==> config.mk <==
export PLATFORM = sky130hd
export DESIGN_NAME = flag_offset_loader
export DESIGN_NICKNAME = d
export VERILOG_FILES = /design/src/rtl/ofl_pkg.sv /design/src/rtl/ofl_cfg_latch.sv /design/src/rtl/ofl_regs.sv /design/src/rtl/ofl_readback.sv /design/src/rtl/flag_offset_loader.sv
export SDC_FILE = /design/constraint.sdc
export NUM_CORES = 1
export LEC_CHECK = 0
export ABC_AREA = 1
export CELL_PAD_IN_SITES_DETAIL_PLACEMENT = 1
export CELL_PAD_IN_SITES_GLOBAL_PLACEMENT = 1
export CORE_MARGIN = 5
export CORE_UTILIZATION = 49
export DETAILED_ROUTE_END_ITERATION = 10
export DONT_BUFFER_PORTS = 1
export GPL_ROUTABILITY_DRIVEN = 0
export PLACE_DENSITY = 0.94
export SYNTH_ARGS = -nofsm -noshare
export SYNTH_HDL_FRONTEND = slang
export SYNTH_SLANG_ARGS = --single-unit
==> constraint.sdc <==
create_clock -name clk -period 4.8 [get_ports clk]
set_input_delay 0.72 -clock clk [delete_from_list [all_inputs] [get_ports clk]]
set_output_delay 0.72 -clock clk [all_outputs]
set_load 0.03 [all_outputs]
==> src/rtl/ofl_pkg.sv <==
`timescale 1ns/1ps
// Package for the flag offset loader: reset-time configuration record and
// the default-threshold rule shared by the register module.
package ofl_pkg;

    // Choices captured while master reset is held
    typedef struct packed {
        logic serial;   // 1: bit-serial programming, 0: word programming
        logic ilv;      // parity layout for word programming
        logic fwft;     // first-word-fall-through selection
    } ofl_cfg_t;

    // Default threshold for a 3-bit reset select: 7, 15, 31 ... 1023
    function automatic logic [31:0] ofl_default(input logic [2:0] idx);
        return (32'd8 << idx) - 32'd1;
    endfunction

endpackage

==> src/rtl/ofl_cfg_latch.sv <==
`timescale 1ns/1ps
// Captures the reset-time configuration pins while master reset is low.
// Assumes the pins are stable during master reset; afterwards they are ignored.
module ofl_cfg_latch
    import ofl_pkg::*;
(
    input  logic     clk,
    input  logic     rst_n,
    input  logic     load_n,
    input  logic     si_fwft,
    input  logic     ilv_sel,
    output ofl_cfg_t cfg
);

    // Sample configuration only during master reset
    always_ff @(posedge clk) begin
        if (!rst_n) begin
            cfg.serial <= load_n;
            cfg.ilv    <= ilv_sel;
            cfg.fwft   <= si_fwft;
        end
    end


    fwft_hold_chk: assert property (@(posedge clk) disable iff (!rst_n)
        $past(rst_n) |-> $stable(cfg.fwft));

endmodule

==> src/rtl/ofl_regs.sv <==
`timescale 1ns/1ps
// Holds the empty and full offsets. Loads a default at master reset and takes
// word writes (alternating pointer) or bit-serial writes afterwards.
// Assumes OFFS_W <= DATA_W and PAR_POS < DATA_W.
module ofl_regs
    import ofl_pkg::*;
#(
    parameter int DATA_W  = 18,
    parameter int OFFS_W  = 17,
    parameter int PAR_POS = 8
) (
    input  logic              clk,
    input  logic              rst_n,
    input  logic              prst_n,
    input  logic [1:0]        fsel,
    input  logic              load_n,
    input  logic              si_fwft,
    input  logic              wr_en,
    input  logic [DATA_W-1:0] din,
    input  logic              serial,
    input  logic              ilv,
    output logic [OFFS_W-1:0] empty_ofs,
    output logic [OFFS_W-1:0] full_ofs
);

    localparam int IDX_W = (OFFS_W > 1) ? $clog2(OFFS_W) : 1;
    localparam logic [IDX_W-1:0] LANE_LAST = IDX_W'(OFFS_W - 1);

    logic [OFFS_W-1:0] par_pl, par_ilv, par_val;
    logic [IDX_W-1:0]  lane;       // serial bit position inside current offset
    logic              lane_full;  // serial: 1 while filling the full offset
    logic              wr_full;    // parallel: next word goes to full offset
    logic              wr_go;

    // Word decode for both layouts; the parity layout skips bit PAR_POS
    for (genvar g = 0; g < OFFS_W; g++) begin : g_dec
        localparam int SRC = (g >= PAR_POS) ? g + 1 : g;
        assign par_pl[g] = din[g];
        if (SRC < DATA_W) begin : g_in
            assign par_ilv[g] = din[SRC];
        end else begin : g_out
            assign par_ilv[g] = 1'b0;
        end
    end

    // Layout chosen at reset picks the decoded word
    always_comb begin
        par_val = ilv ? par_ilv : par_pl;
        wr_go   = wr_en && !load_n;
    end

    // Offset registers: default load, then serial or word writes
    always_ff @(posedge clk) begin
        if (!rst_n) begin
            empty_ofs <= OFFS_W'(ofl_default({load_n, fsel}));
            full_ofs  <= OFFS_W'(ofl_default({load_n, fsel}));
        end else if (prst_n && wr_go) begin
            if (serial) begin
                if (lane_full) full_ofs[lane]  <= si_fwft;
                else           empty_ofs[lane] <= si_fwft;
            end else begin
                if (wr_full) full_ofs  <= par_val;
                else         empty_ofs <= par_val;
            end
        end
    end

    // Write pointers: restart on either reset, advance per accepted write
    always_ff @(posedge clk) begin
        if (!rst_n || !prst_n) begin
            lane      <= '0;
            lane_full <= 1'b0;
            wr_full   <= 1'b0;
        end else if (wr_go) begin
            if (serial) begin
                if (lane == LANE_LAST) begin
                    lane      <= '0;
                    lane_full <= !lane_full;
                end else begin
                    lane <= lane + 1'b1;
                end
            end else begin
                wr_full <= !wr_full;
            end
        end
    end


    default_load_chk: assert property (@(posedge clk) disable iff (!rst_n)
        $past(!rst_n) |-> (empty_ofs == OFFS_W'(ofl_default($past({load_n, fsel})))
                           && full_ofs == empty_ofs));


    wr_block_chk: assert property (@(posedge clk) disable iff (!rst_n)
        load_n |=> ($stable(empty_ofs) && $stable(full_ofs)));


    prst_keep_chk: assert property (@(posedge clk) disable iff (!rst_n)
        !prst_n |=> ($stable(empty_ofs) && $stable(full_ofs)));


    serial_step_chk: assert property (@(posedge clk) disable iff (!rst_n)
        serial |=> ($countones({empty_ofs, full_ofs} ^ $past({empty_ofs, full_ofs})) <= 1));

endmodule

==> src/rtl/ofl_readback.sv <==
`timescale 1ns/1ps
// Returns the offsets on the data output, empty first then full, in the same
// word layout used for writing. One clock of latency from the read enable.
module ofl_readback #(
    parameter int DATA_W  = 18,
    parameter int OFFS_W  = 17,
    parameter int PAR_POS = 8
) (
    input  logic              clk,
    input  logic              rst_n,
    input  logic              prst_n,
    input  logic              load_n,
    input  logic              rd_en,
    input  logic              ilv,
    input  logic [OFFS_W-1:0] empty_ofs,
    input  logic [OFFS_W-1:0] full_ofs,
    output logic [DATA_W-1:0] dout
);

    logic              rd_full;
    logic              rd_go;
    logic [OFFS_W-1:0] sel_val;
    logic [DATA_W-1:0] enc_pl, enc_ilv;

    // Pick the offset the read pointer addresses
    always_comb begin
        sel_val = rd_full ? full_ofs : empty_ofs;
        rd_go   = rd_en && !load_n;
    end

    // Word encode for both layouts; parity position reads back as zero
    for (genvar d = 0; d < DATA_W; d++) begin : g_enc
        localparam int SRC = (d < PAR_POS) ? d : d - 1;
        if (d < OFFS_W) begin : g_pl
            assign enc_pl[d] = sel_val[d];
        end else begin : g_plz
            assign enc_pl[d] = 1'b0;
        end
        if (d != PAR_POS && SRC < OFFS_W) begin : g_il
            assign enc_ilv[d] = sel_val[SRC];
        end else begin : g_ilz
            assign enc_ilv[d] = 1'b0;
        end
    end

    // Output register and read pointer
    always_ff @(posedge clk) begin
        if (!rst_n || !prst_n) begin
            dout    <= '0;
            rd_full <= 1'b0;
        end else if (rd_go) begin
            dout    <= ilv ? enc_ilv : enc_pl;
            rd_full <= !rd_full;
        end
    end


    dout_hold_chk: assert property (@(posedge clk) disable iff (!rst_n)
        (prst_n && !rd_go) |=> $stable(dout));


    prst_clear_chk: assert property (@(posedge clk) disable iff (!rst_n)
        !prst_n |=> (dout == '0));

endmodule

==> src/rtl/flag_offset_loader.sv <==
`timescale 1ns/1ps
// Top of the programmable flag offset loader: configuration capture, offset
// registers with serial or word programming, and registered readback.
// Assumes a single clock for writes and reads; resets are synchronous.
module flag_offset_loader
    import ofl_pkg::*;
#(
    parameter int DATA_W  = 18,
    parameter int OFFS_W  = DATA_W - 1,
    parameter int PAR_POS = 8
) (
    input  logic              clk,
    input  logic              rst_n,
    input  logic              prst_n,
    input  logic [1:0]        fsel,
    input  logic              load_n,
    input  logic              si_fwft,
    input  logic              ilv_sel,
    input  logic              wr_en,
    input  logic              rd_en,
    input  logic [DATA_W-1:0] din,
    output logic [DATA_W-1:0] dout,
    output logic [OFFS_W-1:0] empty_ofs,
    output logic [OFFS_W-1:0] full_ofs,
    output logic              fwft_mode
);

    ofl_cfg_t cfg;

    ofl_cfg_latch u_cfg (
        .clk     (clk),
        .rst_n   (rst_n),
        .load_n  (load_n),
        .si_fwft (si_fwft),
        .ilv_sel (ilv_sel),
        .cfg     (cfg)
    );

    ofl_regs #(.DATA_W(DATA_W), .OFFS_W(OFFS_W), .PAR_POS(PAR_POS)) u_regs (
        .clk       (clk),
        .rst_n     (rst_n),
        .prst_n    (prst_n),
        .fsel      (fsel),
        .load_n    (load_n),
        .si_fwft   (si_fwft),
        .wr_en     (wr_en),
        .din       (din),
        .serial    (cfg.serial),
        .ilv       (cfg.ilv),
        .empty_ofs (empty_ofs),
        .full_ofs  (full_ofs)
    );

    ofl_readback #(.DATA_W(DATA_W), .OFFS_W(OFFS_W), .PAR_POS(PAR_POS)) u_rb (
        .clk       (clk),
        .rst_n     (rst_n),
        .prst_n    (prst_n),
        .load_n    (load_n),
        .rd_en     (rd_en),
        .ilv       (cfg.ilv),
        .empty_ofs (empty_ofs),
        .full_ofs  (full_ofs),
        .dout      (dout)
    );

    // Captured mode pin drives the mode output
    assign fwft_mode = cfg.fwft;

endmodule

==> results of run 1 <==
-- final timing paths --
path	startpoint	to	slack [ns]
hold reg to reg	u_regs.lane[1]$_SDFFE_PP0P_	u_regs.lane[1]$_SDFFE_PP0P_	0.54
setup reg to reg	u_cfg.cfg[2]$_DFFE_PN_	u_regs.empty_ofs[13]$_DFFE_PP_	2.59
hold / removal	si_fwft	u_cfg.cfg[0]$_DFFE_PN_	0.46
setup / recovery	u_cfg.cfg[2]$_DFFE_PN_	u_regs.empty_ofs[13]$_DFFE_PP_	2.59
-- cell families (layout without fill, tap and decap cells) --
| logic type | count (synthesis) | count (layout) | synth area share [%] |
|---|---|---|---|
| flip-flops | 63 | 63 | 50.5 |
| AO/OA/AOI/OAI | 70 | 70 | 11.2 |
| XOR/XNOR | 1 | 1 | 0.271 |
| adder cells (fa/ha/maj) | 4 | 4 | 1.55 |
| AND/OR/NAND/NOR | 225 | 225 | 28.4 |
| buffers and inverters | 64 | 69 | 8.09 |
-- sequential cells by signal, indices dropped and copies added, names as in the netlist --
name,cells
u_cfg.cfg,3
u_rb.dout,18
u_rb.rd_full,1
u_regs.empty_ofs,17
u_regs.full_ofs,17
u_regs.lane,5
u_regs.lane_full,1
u_regs.wr_full,1
-- final cells by class --
cell class / instances / area [sq um] / area share (%)
flip-flops and latches: 63 / 1630 / 47.4
clock buffers: 9 / 124 / 3.60
clock inverters: 7 / 48.8 / 1.42
inverters: 53 / 199 / 5.78
well taps: 77 / 96.3 / 2.80
multi-input cells: 300 / 1340 / 39.0
-- Yosys cell counts, drive strengths merged, types with 3 or more instances --
cell	number
nand2	135
nor2	56
inv	50
edfxtp	37
o21ai	34
a21oi	30
nand3	29
dfxtp	26
buf	7
clkbuf	4
ha	4
nand4	4
clkinv	3
o211ai	3
-- layer usage --
| layer | track usage, % | vias to the layer above | routed length [microns] |
|---|---|---|---|
| met5 | 0 | - | 0 |
| met4 | 8.56 | 0 | 161 |
| met3 | 8.02 | 20 | 755 |
| met2 | 41.5 | 100 | 5020 |
| met1 | 29.0 | 1393 | 4020 |
| li1 | - | 1379 | - |
-- power by group through the flow --
stage | sequential (mW) | combinational [mW] | clock, mW
2_1_floorplan | 0.690 | 0.0922 | 0
3_5_place_dp | 0.707 | 0.113 | 0
4_1_cts | 0.695 | 0.116 | 0.421
6_report | 0.695 | 0.116 | 0.416
3_3_place_gp | 0.705 | 0.105 | 0
5_1_grt | 0.698 | 0.132 | 0.457
-- per-stage QoR --
stage | hold WS (ns) | setup slack [ns] | power (mW)
after floorplan | 0.487 | 2.92 | 0.782
after global placement | 0.498 | 2.48 | 0.810
after detailed placement | 0.528 | 2.34 | 0.820
after CTS | 0.457 | 2.58 | 1.23
after global routing | 0.442 | 2.44 | 1.29
final | 0.463 | 2.59 | 1.23
==> flow_summary_export.csv, run 1 <==
group,metric,value,unit
outcome,status,"complete, no violations",
sta,tightest_slew,0.745,ns
clock_tree,post_cts_buffers,0,
global_routing,grt_max_degree,24,
die,dieArea,0.00832,sq mm
finish,mostFrequentLayoutCell,"nand2_1",
worst_setup_path,path_cells,"nand2_4 -> inv_1 -> nand2_1 -> nand3_1 -> nor2_1",
worst_setup_path,path_depth,5,
die,dieHeight,91.2,microns
sta,fin_setup_tns,0,ns
drt,totalWireLength,9960,microns
drt,drtPass1Iterations,4,
die,io_pins,81,
clock_tree,htreeDepth,3,
synthesis,synth_edf_count,37,
clock_tree,cts_tree,"built",
placement,dp.cells,493,
sta,layout_min_cycle_time,2.21,ns
pwr,seqPwrFrac,56.6,%
sta,setup_viol,0,
synthesis,synth_nets,459,
finish,fin_util,53.9,%
synthesis,synth_area,0.00323,sq mm
clock_tree,cts.sinks,63,
min_path,hold_class,"in -> reg",
clock_tree,cts_max_path_buffers,2,
pwr,leakagePower,1.53,nW
worst_setup_path,crit_fanout,15,
clock_tree,cts-buffers-inserted,9,
drt,drt_first_iter_violations,175,
worst_setup_path,worstPathRequired,4.83,ns
pwr,power_frac_comb,9.5,%
finish,drive_above_1_share,5.32,%
sta,rsz0062_at_grt,"false",
finish,syn_to_final_growth,6.39,%
pwr,p_int,830,uW
clock_tree,clk_pin_slew,0.08,ns
worst_setup_path,crit_buf_inv,1,
worst_setup_path,critPathMaxStageDelay,0.55,ns
global_routing,grt_first_pass_wirelength,16100,microns
clock_tree,insertion_delay,0.35,ns
synthesis,synth_ff_type,"edfxtp_1",
synthesis,yosysUniqueCellTypes,26,
synthesis,ys_seq_elements,63,
sta,fin_crit_sh,46.0,%
worst_setup_path,rr_worst_depth,5,
sta,fmax,453,MHz
synthesis,ys_warn_count,0,
clock_tree,root_buffer,"clkbuf_8",
pwr,ir_drop,0.237,mV
synthesis,yosysSeqAreaShare,50.5,%
pwr,powerDensity,357,mW/mm^2
synthesis,async_flop_share,0,%
clock_tree,hold_buffers,0,
drt,num_vias,2892,
pwr,pwr-share-clk,33.9,%
die,start_util,50.6,%
worst_setup_path,cp-start-kind,"flop",
synthesis,netlist.area_leader.share,34.4,%
die,row_count,29,
placement,hpwl,7520,microns
sta,finalHoldViolations,0,
synthesis,yosysTopAreaCell,"edfxtp_1",
flow_run,max_cap_viol_count,0,
finish,num_antenna_cells,0,
finish,layout_common_cells,"133 x nand2_1, 54 x nor2_1, 47 x inv_1",
pwr,p_sw,397,uW
finish,final_nets,459,
synthesis,syn_avg_cell_area,7.57,sq um
min_path,whs_path_depth,0,
drt,route.detailed.drc,0,
global_routing,grt_use_total,24.5,%
worst_setup_path,cp-end-kind,"flop",
global_routing,grt.overflow.total,0,
worst_setup_path,critical_path_arrival,2.24,ns
pwr,sw_frac_of_total,32.3,%
drt,viasPerCell,5.68,
die,coreArea,0.00639,sq mm
worst_setup_path,cp_top_family,"simple AND/OR/NAND/NOR gates",
placement,port-buffer-count,0,
drt,wire_per_inst,19.6,microns
global_routing,grt_antenna_before_repair,0,
sta,maxSlewViolCount,0,
drt,ant_nets,0,
clock_tree,cts_resized,0,
synthesis,synthTopCellsByArea,"edfxtp_1 34%, dfxtp_1 16%, nand2_1 15%, nor2_1 6.3%, inv_1 5.5%",
sta,worst_clock_skew,0.00948,ns
die,fp.dieW,91.2,microns
worst_setup_path,cp_slowest_cell,"edfxtp_1",
worst_setup_path,crit_type,"reg -> reg",
finish,fin_cells,509,
finish,design_area,0.00344,sq mm
placement,placed_cell_area,0.00327,sq mm
synthesis,syn_inst,427,
finish,num-fill-cells,821,
sta,maxSlewHeadroom,50.2,%
global_routing,grt_pass1_vias,3048,
(Power assumes the default switching activity.)
==> inputs of run 2 (changes only) <==
--- a/config.mk
+++ b/config.mk
@@ -9,11 +9,11 @@
 export CELL_PAD_IN_SITES_DETAIL_PLACEMENT = 1
 export CELL_PAD_IN_SITES_GLOBAL_PLACEMENT = 1
 export CORE_MARGIN = 5
-export CORE_UTILIZATION = 49
+export CORE_UTILIZATION = 45
 export DETAILED_ROUTE_END_ITERATION = 10
 export DONT_BUFFER_PORTS = 1
 export GPL_ROUTABILITY_DRIVEN = 0
-export PLACE_DENSITY = 0.94
+export PLACE_DENSITY = 0.88
 export SYNTH_ARGS = -nofsm -noshare
 export SYNTH_HDL_FRONTEND = slang
 export SYNTH_SLANG_ARGS = --single-unit
==> constraint.sdc (replaced) <==
create_clock -name clk -period 2.1 [get_ports clk]
set_input_delay 0.315 -clock clk [delete_from_list [all_inputs] [get_ports clk]]
set_output_delay 0.315 -clock clk [all_outputs]
set_load 0.03 [all_outputs]
==> run 2 against run 1 <==
  * Core utilization fell by 4.4 points
  * Sequential share of layout area fell by 1.2 points
  * Critical path type unchanged
  * Worst hold slack got worse by 0.40 ns
  * Sequential power rose by 130%
  * Design area rose by 2.7%
  * Highest routed layer unchanged
  * Via count rose by 1.8%
  * Critical endpoint is now u_regs.full_ofs[3]$_DFFE_PP_
  * First-iteration DRC count fell by 15%
  * Die area rose by 7.9%
==> flow_summary_export.csv, run 2 (synthesis results as in run 1) <==
group,metric,value,unit
clock_tree,cts_max_path_buffers,2,
pwr,sw_frac_of_total,31.0,%
finish,fin_cells,538,
placement,dp_slack,0.267,ns
worst_setup_path,timing.rr.start,"u_cfg.cfg[2]$_DFFE_PN_",
sta,setup_viol,0,
sta,fin_crit_sh,90.1,%
placement,port-buffer-count,0,
clock_tree,clk_pin_slew,0.07,ns
drt,route.detailed.drc,0,
sta,finalWorstSetupSlack,0.208,ns
min_path,worstHoldEndpoint,"u_cfg.cfg[2]$_DFFE_PN_",
drt,wire_per_inst,19.0,microns
pwr,ir_drop,0.303,mV
clock_tree,insertion_delay,0.35,ns
die,dieArea,0.00898,sq mm
worst_setup_path,crit_fanout,14,
finish,mostFrequentLayoutCell,"nand2_1",
placement,hpwl,7800,microns
die,io_pins,81,
worst_setup_path,ff2ff_setup_slack,0.21,ns
sta,fin_setup_tns,0,ns
die,fp.dieW,94.8,microns
drt,ant_nets,0,
die,row_count,31,
finish,design_area,0.00353,sq mm
sta,rsz0062_at_grt,"false",
finish,num_antenna_cells,0,
pwr,seqPwrFrac,55.2,%
min_path,holdCritStartpoint,"load_n",
clock_tree,cts.sinks,63,
finish,final_nets,466,
flow_run,max_cap_viol_count,0,
min_path,whs_path_depth,0,
global_routing,grt_pass1_vias,3109,
clock_tree,cts_tree,"built",
finish,largest_reg_flops,18,
clock_tree,root_buffer,"clkbuf_8",
finish,syn_to_final_growth,9.21,%
clock_tree,cts_resized,0,
drt,drt_first_iter_violations,149,
finish,layout_common_cells,"133 x nand2_1, 54 x nor2_1, 47 x inv_1",
worst_setup_path,r2r-end,"u_regs.full_ofs[3]$_DFFE_PP_",
global_routing,grt_max_degree,20,
placement,dp.cells,522,
drt,drtPass1Iterations,4,
die,start_util,45.3,%
sta,finalHoldViolations,0,
sta,maxSlewViolCount,0,
drt,num_vias,2945,
worst_setup_path,critical_path_arrival,1.94,ns
finish,reg.largest.list,"u_rb.dout: 18 flops, u_regs.empty_ofs: 17 flops, u_regs.full_ofs: 17 flops",
global_routing,grt_antenna_before_repair,0,
global_routing,grt.overflow.total,0,
sta,holdWs,0.0618,ns
drt,viasPerCell,5.47,
sta,maxSlewHeadroom,63.4,%
drt,totalWireLength,10200,microns
placement,placed_cell_area,0.00335,sq mm
global_routing,grt_first_pass_wirelength,16300,microns
die,dieHeight,94.8,microns
outcome,status,"complete, no violations",
global_routing,grt_use_total,24.0,%
finish,regMostFlops,"u_rb.dout",
finish,num-fill-cells,936,
sta,fmax,529,MHz
clock_tree,hold_buffers,0,
worst_setup_path,crit_type,"reg -> reg",
clock_tree,post_cts_buffers,0,
pwr,power_frac_comb,10.0,%
min_path,hold_class,"in -> reg",
worst_setup_path,cp-end-kind,"flop",
pwr,powerDensity,810,mW/mm^2
die,coreArea,0.00714,sq mm
worst_setup_path,worstPathRequired,2.15,ns
worst_setup_path,rr_worst_depth,6,
sta,layout_min_cycle_time,1.89,ns
worst_setup_path,cp-start-kind,"flop",
finish,drive_above_1_share,6.61,%
clock_tree,htreeDepth,3,
sta,worst_clock_skew,0.00951,ns
clock_tree,cts-buffers-inserted,9,
sta,tightest_slew,0.545,ns
pwr,pwr-share-clk,34.8,%
pwr,p_int,1.97,mW
pwr,leakagePower,1.56,nW
pwr,p_sw,887,uW
run 2: cell types whose count changed in the layout (fill, tap and decap cells not counted):
cell | previous run | this run
clkbuf_1 | 0 | 1
clkbuf_16 | 0 | 1
buf_4 | 0 | 7
inv_6 | 1 | 0
clkinv_4 | 2 | 1
run 2: per-stage QoR:
step	util, %	total power, mW
final	49.5	2.86
after global routing	49.5	2.98
after CTS	49.5	2.87
after detailed placement	46.9	1.89
after global placement	46.9	1.86
after floorplan	-	1.79
run 2: power by group through the flow:
stage	Combinational [mW]	Clock, mW	Sequential, mW
floorplan	0.211	0	1.58
global placement	0.260	0	1.60
detailed placement	0.279	0	1.61
CTS	0.284	1.01	1.58
global route	0.322	1.07	1.59
finish	0.286	0.995	1.58
run 2: final cells by class:
type	count	area, sq um	area share (%)
Inverter	53	199	5.63
Timing Repair Buffer	7	52.6	1.49
Tap cell	99	124	3.51
Multi-Input combinational cell	300	1340	38.0
Clock buffer	11	153	4.32
Clock inverter	5	31.3	0.886
Sequential cell	63	1630	46.2
run 2: critical path, cell delays in order, from the launching register on:
cell and delay (ns):
edfxtp_1 0.54, nand2_4 0.19, or2_0 0.13, nand2_1 0.05
nor2_1 0.27, inv_2 0.21, nor2_1 0.21
run 2: worst max path at each step:
stage	end	depth (start not counted)	slack, ns	startpoint
global route	u_regs.full_ofs[3]$_DFFE_PP_	6	0.09	u_cfg.cfg[2]$_DFFE_PN_
CTS	u_regs.full_ofs[3]$_DFFE_PP_	6	0.22	u_cfg.cfg[2]$_DFFE_PN_
finish	u_regs.full_ofs[3]$_DFFE_PP_	6	0.21	u_cfg.cfg[2]$_DFFE_PN_
global placement	u_regs.full_ofs[4]$_DFFE_PP_	6	0.38	u_cfg.cfg[2]$_DFFE_PN_
floorplan	u_regs.full_ofs[16]$_DFFE_PP_	8	0.50	u_cfg.cfg[2]$_DFFE_PN_
detailed placement	u_regs.full_ofs[3]$_DFFE_PP_	6	0.27	u_cfg.cfg[2]$_DFFE_PN_
run 2: metal layers:
layer	GRT usage (%)	routed length (microns)	vias to the layer above
li1	-	-	1390
met1	28.0	4060	1427
met2	41.2	5110	106
met3	7.25	883	22
met4	9.50	186	0
met5	0	0	-
==> inputs of run 3 (changes only) <==
--- a/config.mk
+++ b/config.mk
@@ -13,7 +13,7 @@
 export DETAILED_ROUTE_END_ITERATION = 10
 export DONT_BUFFER_PORTS = 1
 export GPL_ROUTABILITY_DRIVEN = 0
-export PLACE_DENSITY = 0.88
+export PLACE_DENSITY = 0.79
 export SYNTH_ARGS = -nofsm -noshare
 export SYNTH_HDL_FRONTEND = slang
 export SYNTH_SLANG_ARGS = --single-unit
==> run 3 against run 2 <==
  * Non-clock buffer count fell by 1
  * First-iteration DRC count increased by 5.4%
  * Design area increased by 1.3%
  * Final cell count decreased by 0.19%
  * Clock-buffer cell count fell by 1
  * Clock power increased by 28%
  * Largest cell class unchanged
==> flow_summary_export.csv, run 3 (synthesis results as in run 1) <==
group,metric,value,unit
outcome,status,"complete, no violations",
clock_tree,insertion_delay,0.35,ns
sta,fin_crit_sh,88.5,%
sta,setup_viol,0,
sta,maxSlewHeadroom,61.5,%
die,row_count,31,
drt,wire_per_inst,18.5,microns
sta,tightest_slew,0.575,ns
die,io_pins,81,
clock_tree,post_cts_buffers,0,
finish,mostFrequentLayoutCell,"nand2_1",
sta,finalHoldViolations,0,
sta,holdWs,0.0583,ns
drt,totalWireLength,9920,microns
clock_tree,hold_buffers,0,
global_routing,grt_antenna_before_repair,0,
worst_setup_path,critical_path_arrival,1.91,ns
finish,fin_util,50.1,%
sta,worst_clock_skew,0.00651,ns
worst_setup_path,worstPathRequired,2.15,ns
drt,viasPerCell,5.35,
min_path,hold_class,"in -> reg",
pwr,total_power,3.12,mW
finish,drive_above_1_share,6.62,%
drt,drtPass1Iterations,5,
finish,reg.largest.list,"u_rb.dout: 18 flops, u_regs.empty_ofs: 17 flops, u_regs.full_ofs: 17 flops",
finish,layout_common_cells,"133 x nand2_1, 54 x nor2_1, 47 x inv_1",
clock_tree,cts_resized,0,
drt,num_vias,2872,
pwr,leakagePower,1.58,nW
clock_tree,root_buffer,"clkbuf_8",
finish,largest_reg_flops,18,
pwr,ir_drop,0.258,mV
placement,hpwl,7630,microns
die,dieArea,0.00898,sq mm
finish,num_antenna_cells,0,
die,fp.dieW,94.8,microns
global_routing,grt_max_degree,20,
sta,finalWorstSetupSlack,0.241,ns
sta,rsz0062_at_grt,"false",
worst_setup_path,cp-start-kind,"flop",
placement,port-buffer-count,0,
sta,layout_min_cycle_time,1.86,ns
worst_setup_path,critPathMostFrequentCell,"nor2_1",
worst_setup_path,cp_slowest_cell,"edfxtp_1",
sta,fin_setup_tns,0,ns
sta,maxSlewViolCount,0,
clock_tree,cts_tree,"built",
placement,dp_slack,0.212,ns
clock_tree,clk_pin_slew,0.08,ns
die,dieHeight,94.8,microns
finish,syn_to_final_growth,10.7,%
sta,fmax,538,MHz
flow_run,max_cap_viol_count,0,
drt,drt_first_iter_violations,157,
drt,route.detailed.drc,0,
finish,regMostFlops,"u_rb.dout",
worst_setup_path,cp-end-kind,"flop",
global_routing,grt_pass1_vias,2990,
worst_setup_path,crit_type,"reg -> reg",
worst_setup_path,path_cells,"nand2_4 -> or2_0 -> nand2_1 -> nor2_1 -> inv_2 -> nor2_1",
finish,final_nets,465,
clock_tree,cts_max_path_buffers,2,
global_routing,grt_use_total,23.1,%
global_routing,grt_first_pass_wirelength,15600,microns
worst_setup_path,crit_fanout,14,
die,start_util,45.3,%
worst_setup_path,ff2ff_setup_slack,0.24,ns
drt,ant_nets,0,
clock_tree,cts.sinks,63,
clock_tree,cts-buffers-inserted,9,
die,coreArea,0.00714,sq mm
clock_tree,htreeDepth,3,
worst_setup_path,critPathMaxStageDelay,0.54,ns
global_routing,grt.overflow.total,0,
pwr,powerDensity,873,mW/mm^2
run 3: power by group:
| group | switching (mW) | total, mW | leakage, nW | internal (mW) |
|---|---|---|---|---|
| clock | 0.523 | 1.27 | 0.118 | 0.744 |
| sequential | 0.187 | 1.58 | 0.568 | 1.40 |
| combinational | 0.196 | 0.274 | 0.898 | 0.0785 |
run 3: per-layer routing:
layer	up-vias	GRT usage, %	share of wire, %
li1	1393	-	-
met1	1377	27.3	41
met2	92	40.0	50
met3	10	6.45	7.6
met4	0	7.93	1.2
met5	-	0	0
run 3: stage by stage:
step,area [sq um],instances
after global routing,3580,537
final,3580,537
after floorplan,3230,427
after global placement,3340,521
after CTS,3580,537
after detailed placement,3340,521
run 3: cell type report:
class / count / area (sq um)
well taps: 99 / 124
multi-input cells: 300 / 1340
repair buffers: 6 / 45.0
fillers: 923 / 3560
clock buffers: 10 / 149
clock inverters: 6 / 90.1
inverters: 53 / 199
flip-flops and latches: 63 / 1630
run 3: worst max-delay path, delay by kind of cell (launching register included):
| family | cells | cell delay (ns) |
|---|---|---|
| AND/OR/NAND/NOR | 5 | 0.82 |
| flip-flops | 1 | 0.54 |
| buffers and inverters | 1 | 0.21 |
run 3: path summary, 6_finish.rpt:
check,to,startpoint,depth (start not counted)
hold reg to reg,u_regs.lane[1]$_SDFFE_PP0P_,u_regs.lane[1]$_SDFFE_PP0P_,2
setup / recovery,u_regs.full_ofs[7]$_DFFE_PP_,u_cfg.cfg[2]$_DFFE_PN_,6
hold / removal,u_cfg.cfg[2]$_DFFE_PN_,load_n,0
setup reg to reg,u_regs.full_ofs[7]$_DFFE_PP_,u_cfg.cfg[2]$_DFFE_PN_,6
